`config.mk`:
```
export PLATFORM = sky130hd
export DESIGN_NAME = hart_timer_cmp
export DESIGN_NICKNAME = d
export VERILOG_FILES = /design/src/rtl/mtc_pkg.sv /design/src/rtl/mtc_addr_dec.sv /design/src/rtl/mtc_time_ctr.sv /design/src/rtl/mtc_cmp_bank.sv /design/src/rtl/mtc_irq_gen.sv /design/src/rtl/hart_timer_cmp.sv
export SDC_FILE = /design/constraint.sdc
export NUM_CORES = 1
export LEC_CHECK = 0
export BUFFER_PORTS_ARGS = -buffer_cell sky130_fd_sc_hd__buf_4
export CAP_MARGIN = 20
export CORE_UTILIZATION = 30
export CTS_CLUSTER_DIAMETER = 100
export DETAILED_ROUTE_END_ITERATION = 7
export PLACE_DENSITY = 0.44
export SETUP_SLACK_MARGIN = 0.1
export SYNTH_ARGS = -nofsm -noshare
export SYNTH_HDL_FRONTEND = slang
export SYNTH_HIERARCHICAL = 1
export SYNTH_SLANG_ARGS = --single-unit
```
`constraint.sdc`:
```
create_clock -name clk -period 2.5 [get_ports clk]
set_input_delay 0.125 -clock clk [delete_from_list [all_inputs] [get_ports clk]]
set_output_delay 0.125 -clock clk [all_outputs]
set_load 0.01 [all_outputs]
```
`src/rtl/mtc_pkg.sv`:
```
package mtc_pkg;
  localparam int WIN_AW    = 15;
  localparam int SLOT_W    = 12;
  localparam int TIME_W    = 64;
  localparam int WORD_W    = 32;
  localparam int MAX_HARTS = 4095;
  localparam logic [WIN_AW-1:0] TIME_LO_OFF = 15'h7FF8;
  localparam logic [WIN_AW-1:0] TIME_HI_OFF = 15'h7FFC;

  typedef enum logic [1:0] {
    RG_NONE = 2'd0,
    RG_CMP  = 2'd1,
    RG_TIME = 2'd2
  } region_e;

  typedef struct packed {
    region_e           rg;
    logic              hi;
    logic [SLOT_W-1:0] slot;
  } dec_t;
endpackage

```
`src/rtl/mtc_addr_dec.sv`:
```
module mtc_addr_dec
  import mtc_pkg::*;
#(
  parameter int NUM_HARTS = 4
) (
  input  logic [WIN_AW-1:0] addr,
  output dec_t              dec
);
  logic aligned;

  always_comb begin
    aligned  = (addr[1:0] == 2'b00);
    dec.slot = addr[WIN_AW-1:3];
    dec.hi   = addr[2];
    dec.rg   = RG_NONE;
    if (aligned && (addr == TIME_LO_OFF || addr == TIME_HI_OFF)) begin
      dec.rg = RG_TIME;
    end else if (aligned && (addr[WIN_AW-1:3] < SLOT_W'(NUM_HARTS))) begin
      dec.rg = RG_CMP;
    end
  end
endmodule

```
`src/rtl/mtc_time_ctr.sv`:
```
module mtc_time_ctr
  import mtc_pkg::*;
(
  input  logic              clk,
  input  logic              rst_n,
  input  logic              tick_en,
  output logic [TIME_W-1:0] time_q
);
  logic [TIME_W-1:0] time_d;

  always_comb begin
    time_d = time_q + TIME_W'(1);
  end

  always_ff @(posedge clk or negedge rst_n) begin
    if (!rst_n) begin
      time_q <= '0;
    end else if (tick_en) begin
      time_q <= time_d;
    end
  end
endmodule

```
`src/rtl/mtc_cmp_bank.sv`:
```
module mtc_cmp_bank
  import mtc_pkg::*;
#(
  parameter int NUM_HARTS = 4
) (
  input  logic                                clk,
  input  logic                                rst_n,
  input  logic                                wr_en,
  input  logic [SLOT_W-1:0]                   wr_slot,
  input  logic                                wr_hi,
  input  logic [WORD_W-1:0]                   wr_data,
  output logic [NUM_HARTS-1:0][TIME_W-1:0]    cmp_q
);
  for (genvar h = 0; h < NUM_HARTS; h++) begin : g_hart
    logic              hit;
    logic [TIME_W-1:0] val_q;
    logic [TIME_W-1:0] val_d;

    always_comb begin
      hit   = wr_en && (wr_slot == SLOT_W'(h));
      val_d = val_q;
      if (wr_hi) begin
        val_d[TIME_W-1:WORD_W] = wr_data;
      end else begin
        val_d[WORD_W-1:0] = wr_data;
      end
    end

    always_ff @(posedge clk or negedge rst_n) begin
      if (!rst_n) begin
        val_q <= '0;
      end else if (hit) begin
        val_q <= val_d;
      end
    end

    assign cmp_q[h] = val_q;
  end
endmodule

```
`src/rtl/mtc_irq_gen.sv`:
```
module mtc_irq_gen
  import mtc_pkg::*;
#(
  parameter int NUM_HARTS = 4
) (
  input  logic                             clk,
  input  logic                             rst_n,
  input  logic [NUM_HARTS-1:0][TIME_W-1:0] cmp_q,
  input  logic [TIME_W-1:0]                time_q,
  output logic [NUM_HARTS-1:0]             irq_q
);
  logic [NUM_HARTS-1:0] irq_d;

  for (genvar h = 0; h < NUM_HARTS; h++) begin : g_cmp
    always_comb begin
      irq_d[h] = (cmp_q[h] <= time_q);
    end
  end

  always_ff @(posedge clk or negedge rst_n) begin
    if (!rst_n) begin
      irq_q <= '0;
    end else begin
      irq_q <= irq_d;
    end
  end
endmodule

```
`src/rtl/hart_timer_cmp.sv`:
```
module hart_timer_cmp
  import mtc_pkg::*;
#(
  parameter int NUM_HARTS = 4
) (
  input  logic                 clk,
  input  logic                 rst_n,
  input  logic                 tick_en,
  input  logic                 req_valid,
  input  logic                 req_write,
  input  logic [14:0]          req_addr,
  input  logic [31:0]          req_wdata,
  output logic [31:0]          rsp_rdata,
  output logic [NUM_HARTS-1:0] irq_o
);
  localparam int IDX_W = (NUM_HARTS > 1) ? $clog2(NUM_HARTS) : 1;

  dec_t                             dec;
  logic [TIME_W-1:0]                time_q;
  logic [NUM_HARTS-1:0][TIME_W-1:0] cmp_q;
  logic                             cmp_wr;
  logic                             rd_en;
  logic [TIME_W-1:0]                cmp_sel;
  logic [WORD_W-1:0]                rd_word;
  logic [WORD_W-1:0]                rdata_d;
  logic [WORD_W-1:0]                rdata_q;

  initial begin
    if (NUM_HARTS < 1 || NUM_HARTS > MAX_HARTS) begin
      $error("NUM_HARTS out of range");
    end
  end

  mtc_addr_dec #(.NUM_HARTS(NUM_HARTS)) u_dec (
    .addr (req_addr),
    .dec  (dec)
  );

  mtc_time_ctr u_time (
    .clk     (clk),
    .rst_n   (rst_n),
    .tick_en (tick_en),
    .time_q  (time_q)
  );

  mtc_cmp_bank #(.NUM_HARTS(NUM_HARTS)) u_bank (
    .clk     (clk),
    .rst_n   (rst_n),
    .wr_en   (cmp_wr),
    .wr_slot (dec.slot),
    .wr_hi   (dec.hi),
    .wr_data (req_wdata),
    .cmp_q   (cmp_q)
  );

  mtc_irq_gen #(.NUM_HARTS(NUM_HARTS)) u_irq (
    .clk    (clk),
    .rst_n  (rst_n),
    .cmp_q  (cmp_q),
    .time_q (time_q),
    .irq_q  (irq_o)
  );

  always_comb begin
    cmp_wr  = req_valid && req_write && (dec.rg == RG_CMP);
    rd_en   = req_valid && !req_write;
    cmp_sel = cmp_q[dec.slot[IDX_W-1:0]];
    case (dec.rg)
      RG_CMP:  rd_word = dec.hi ? cmp_sel[TIME_W-1:WORD_W] : cmp_sel[WORD_W-1:0];
      RG_TIME: rd_word = dec.hi ? time_q[TIME_W-1:WORD_W] : time_q[WORD_W-1:0];
      default: rd_word = '0;
    endcase
    rdata_d = rd_word;
  end

  always_ff @(posedge clk or negedge rst_n) begin
    if (!rst_n) begin
      rdata_q <= '0;
    end else if (rd_en) begin
      rdata_q <= rdata_d;
    end
  end

  assign rsp_rdata = rdata_q;
endmodule

```
* Word-level counts from Yosys, hierarchy flattened
Cells that the tools add are included.
Storage, ports and cells: bits in registers 356, output and inout port bits 36, bits of input ports 52, logic and storage cells 54
Cells by class: $add $sub $neg 1, mux-type cells 7, reduce and logical (&&, ||, !) cells 21, bitwise gates (word level) 1, eq/ne operators 7, magnitude comparators 6
Operators with widths (number):
- $le A64 B64 Y1 | 4
- $bmux W64 S2 | 1
- $add A64 B1 Y64 const B | 1
- $mux W32 | 2
- $mux W64 | 1
- $pmux W32 S2 | 1
- $eq A15 B15 Y1 const B | 2
- $eq A12 B2 Y1 const B | 2
- $reduce_and A2 Y1 | 8
- $eq A12 B1 Y1 const B | 1
- $logic_not A12 Y1 | 1
- $lt A12 B3 Y1 const B | 1
- $logic_and A1 B1 Y1 | 9
- $lt A2 B3 Y1 const B | 1
- $eq A2 B1 Y1 const B | 1
- $eq A2 B2 Y1 const B | 1
- $logic_not A2 Y1 | 1
- $mux W2 | 1
- $logic_not A1 Y1 | 1
- $logic_or A1 B1 Y1 | 1
- $mux W1 | 1
- $not A1 Y1 | 1

* Logic depth before layout (Yosys ltp)
word-level depth 8, gate-level depth with buffers 10, mapped depth without buffers 8

* Modules after synthesis
The synthesis kept the hierarchy.
Modules (own cells, without submodules):
- mtc_cmp_bank | area an instance 9641.7 sq um, cells each 554, instances 1, seq. area each 6406.1 sq um
- mtc_irq_gen | area an instance 5856.9 sq um, cells each 720, instances 1, seq. area each 100.1 sq um
- hart_timer_cmp | area an instance 3938.8 sq um, cells each 375, instances 1, seq. area each 800.8 sq um
- mtc_time_ctr | area an instance 3098.0 sq um, cells each 285, instances 1, seq. area each 1601.5 sq um
- mtc_addr_dec | area an instance 160.2 sq um, cells each 22, instances 1, seq. area each 0.0 sq um

* Worst setup path after synthesis
No wires, ideal clock.
kind input-to-reg, from input req_addr[6], to register u_bank.g_hart[3].val_q[46], data required time 2.375 ns, library setup time 0.125 ns, cell stages on the path 9, setup slack 0.222 ns, arrival 2.153 ns, path buffers 2, cells stage by stage nor4_1 -> and3_1 -> ha_1 -> and3_1 -> nor4bb_1 -> and4_2 -> clkbuf_2 -> buf_4 -> mux2_2
RTL lines:
- start, declared | RTL line hart_timer_cmp.sv:11 | input logic [14:0] req_addr,
- end signal, assigned | RTL line mtc_cmp_bank.sv:33 | val_q <= val_d;
- end, declared | RTL line mtc_cmp_bank.sv:16 | logic [TIME_W-1:0] val_q;

* Final worst setup path
from register u_time.time_q[1], to register u_irq.irq_q[3]
On the way: cells in the longest elaborated chain, start to end 1
RTL lines:
- start, declared | RTL line mtc_time_ctr.sv:7 | output logic [TIME_W-1:0] time_q
- start signal, assigned | RTL line mtc_time_ctr.sv:19 | time_q <= time_d;
- $le A64 B64 Y1 | RTL line mtc_irq_gen.sv:16 | irq_d[h] = (cmp_q[h] <= time_q);
- net u_irq.irq_d[3] | RTL line mtc_irq_gen.sv:12 | logic [NUM_HARTS-1:0] irq_d;
- end signal, assigned | RTL line mtc_irq_gen.sv:24 | irq_q <= irq_d;
- end, declared | RTL line mtc_irq_gen.sv:10 | output logic [NUM_HARTS-1:0] irq_q
The timed path passes the listed nets, and every way through them passes these cells. A chain may end at the register's enable or synchronous reset.

==> metrics <==
CTS tree built; core area 74,700 um2; vias in the first global route 18,000; Avg WL per Cell 24.4 um; first-pass GRT wire length 119,000 um; Worst-Skew Late Latency 0.59 ns; # IOs 88; clk root buf clkbuf_16; DRT iter0 DRCs 951; Total GRT Usage 20.7%; TritonCTS buffer count 45; placed cells 3,140; startpoint types flop; Distinct cells, synth 63; top-count cell post-synth mux2_2; die area 76,800 um2; drt via density 5.24; Sink Count 356; Finish-stage setup viols 0; footprint of the multi-input gates 13,300 um2; post-route cell area 28,200 um2; Port Buffers 87; main combinational cell family by area after synthesis multiplexers; clock slew at reported path FFs 0.06 ns; Final Non-Filler Cells 3,265; Final Max Tran Viols 0; Post-synth EDFFs 0; Critical Path RT 2.95 ns; crit path kind flop to flop; worst setup path start u_time/time_q[1]; FFs w/ async S/R, synth 100%; net count after synthesis 2,267; Ys Warns 6; Clock Skew 0.0197 ns; Max IR drop VDD 0.000439 V; Synth Area in XOR/XNOR 2.43%; largest area contributor in the netlist dfrtp_1; reg2reg start u_time/time_q[1]; Seq/Total Area, Yosys 39.3%; Final #Nets 2,573; area grow syn2layout 24.2%; critical path fanouts, max 4; post-synthesis area per instance 11.6 um2; grt ovf 0; commonest cells in the netlist 413 x mux2_2, 356 x dfrtp_1, 259 x ha_1; adder-cell share of the synthesized area 14.3%; Final Wtd Congestion 0.883; post-route ant nets 0; f_max 418 MHz; HPWL Detailed 60,000 um; Initial Utilization 30.4%; multiplexer area fraction after synthesis 20.7%; drt first pass iters 5; Synth Register Bits 356; slew margin rel. 29.8%; maxcap violations 0; status complete, no violations; Post-route DRC 0; CTS Buffer Depth 3; dominant synthesized flop cell dfrtp_1; final hold violations 0; Die X 277 um; H-Tree Depth 2; Hold WC Path Type input port to async pin; compound-cell area share of the yosys netlist 10.5%; drt total wl 79,600 um; Vias 17,100; Worst-Margin Slew 1.05 ns; final period demand of the worst path 2.39 ns; cells after synthesis 1,956; WP data arrival 2.85 ns; Antenna diodes 0; Crit. End Element flop; final period utilization 95.7%; pin count of the biggest net entering global routing 133; Power Density 517 nW/um2; Total Power 14.6 mW; RSZ-0062 raised after global routing true; mapped cell area 22,700 um2; ratio of cells with drive above 1 in the final layout 40.5%; Die Y 277 um; storage element area 8910 um2; top cells by area, synth dfrtp_1 39%, mux2_2 20%, ha_1 14%, a21oi_1 2.1%, nand4_1 2.0%; fillers 7,247; initial antenna violation count 0; area share of and/or/nand/nor cells after synthesis 9.07%; area share of the largest cell type after synthesis 39.3%; instance area after placement 25,900 um2; Leak Pwr 14.1 nW; row count 100
layer usage:
metal | track usage, % | vias up | wire length, um
li1 | - | 8003 | -
met1 | 28.0 | 8668 | 37300
met2 | 34.1 | 329 | 37200
met3 | 2.94 | 111 | 2830
met4 | 6.23 | 0 | 2210
met5 | 0 | - | 0
path summary, 6_finish.rpt:
kind                                               to  slack [ns]  cells after the start
hold reg to reg                     u_time/time_q[63]        0.51                      1
min in group clk                        rsp_rdata[22]        0.20                      5
setup / recovery                       u_irq/irq_q[3]        0.11                     12
setup reg to reg                       u_irq/irq_q[3]        0.11                     12
max in group asynchronous  u_bank/g_hart[1].val_q[21]        1.55                      3
hold / removal                           rsp_rdata[3]        0.13                      2
stage by stage:
step | setup slack (ns) | TNS [ns] | hold slack [ns] | utilization, %
2_1_floorplan | 0.222 | 0 | -0.171 | -
4_1_cts | 0.0620 | 0 | 0.146 | 37.3
3_5_place_dp | -0.165 | -0.897 | 0.188 | 34.6
3_3_place_gp | -0.142 | -0.197 | 0.180 | 34.6
6_report | 0.107 | 0 | 0.134 | 37.7
5_1_grt | 0.00871 | 0 | 0.177 | 37.7
report_power, final:
group | internal, mW | total [mW] | switching [mW]
clock network | 4.24 | 6.93 | 2.70
logic | 0.712 | 1.75 | 1.04
registers | 5.82 | 5.88 | 0.0560
placed cells by master, fill, tap and decap left out, types with 20 or more instances in the layout:
cell type and instances:
dfrtp_1 356, nand3_1 33, o22ai_1 65, xor2_1 35, o31ai_2 30, xnor2_1 28
ha_1 251, mux2_2 413, nor3_1 20, dlygate4sd3_1 34, a21o_1 45, o21ai_0 25
nand2_1 78, a21oi_1 83, a22oi_1 32, inv_1 69, clkbuf_16 47, nor2_1 38
buf_4 287, nand4_1 74
flip-flops by register name, summed over array words and instances (netlist names):
signal and count:
u_bank/g_hart.val_q 256, u_time/time_q 64, rsp_rdata 32, u_irq/irq_q 4
timing repair:
item / 4_1_cts / 5_1_grt
endpoints found under the hold margin: 325 / 0
endpoints found under the setup margin: 4 / 9
pin swaps: 2 / 22
hold buffers: 34 / 0
resized for setup: 21 / 54
setup buffers: 2 / 9
critical path, stage by stage (launching register included):
cell and delay [ns]:
dfrtp_1 0.37, inv_2 0.07, buf_4 0.15, ha_4 0.26, nor2b_4 0.12, o211ai_1 0.11
buf_4 0.17, a2111oi_4 0.37, buf_4 0.20, a211oi_2 0.05, buf_4 0.17, a21oi_4 0.14
o21ai_4 0.09
cell families after synthesis:
logic type / Yosys count
simple gates: 346
mux: 417
buf+inv: 167
xor+xnor: 63
compound gates: 348
flops: 356
fa+ha+maj: 259
final cells by class:
cell class / instances / share of cell area [%]
Clock inverter: 19 / 0.737
Inverter: 85 / 1.13
Tap cell: 969 / 4.30
Sequential cell: 356 / 31.6
Clock buffer: 62 / 4.87
Timing Repair Buffer: 341 / 10.2
Multi-Input combinational cell: 1433 / 47.1
Note: power is estimated with default switching activity, not from simulation.
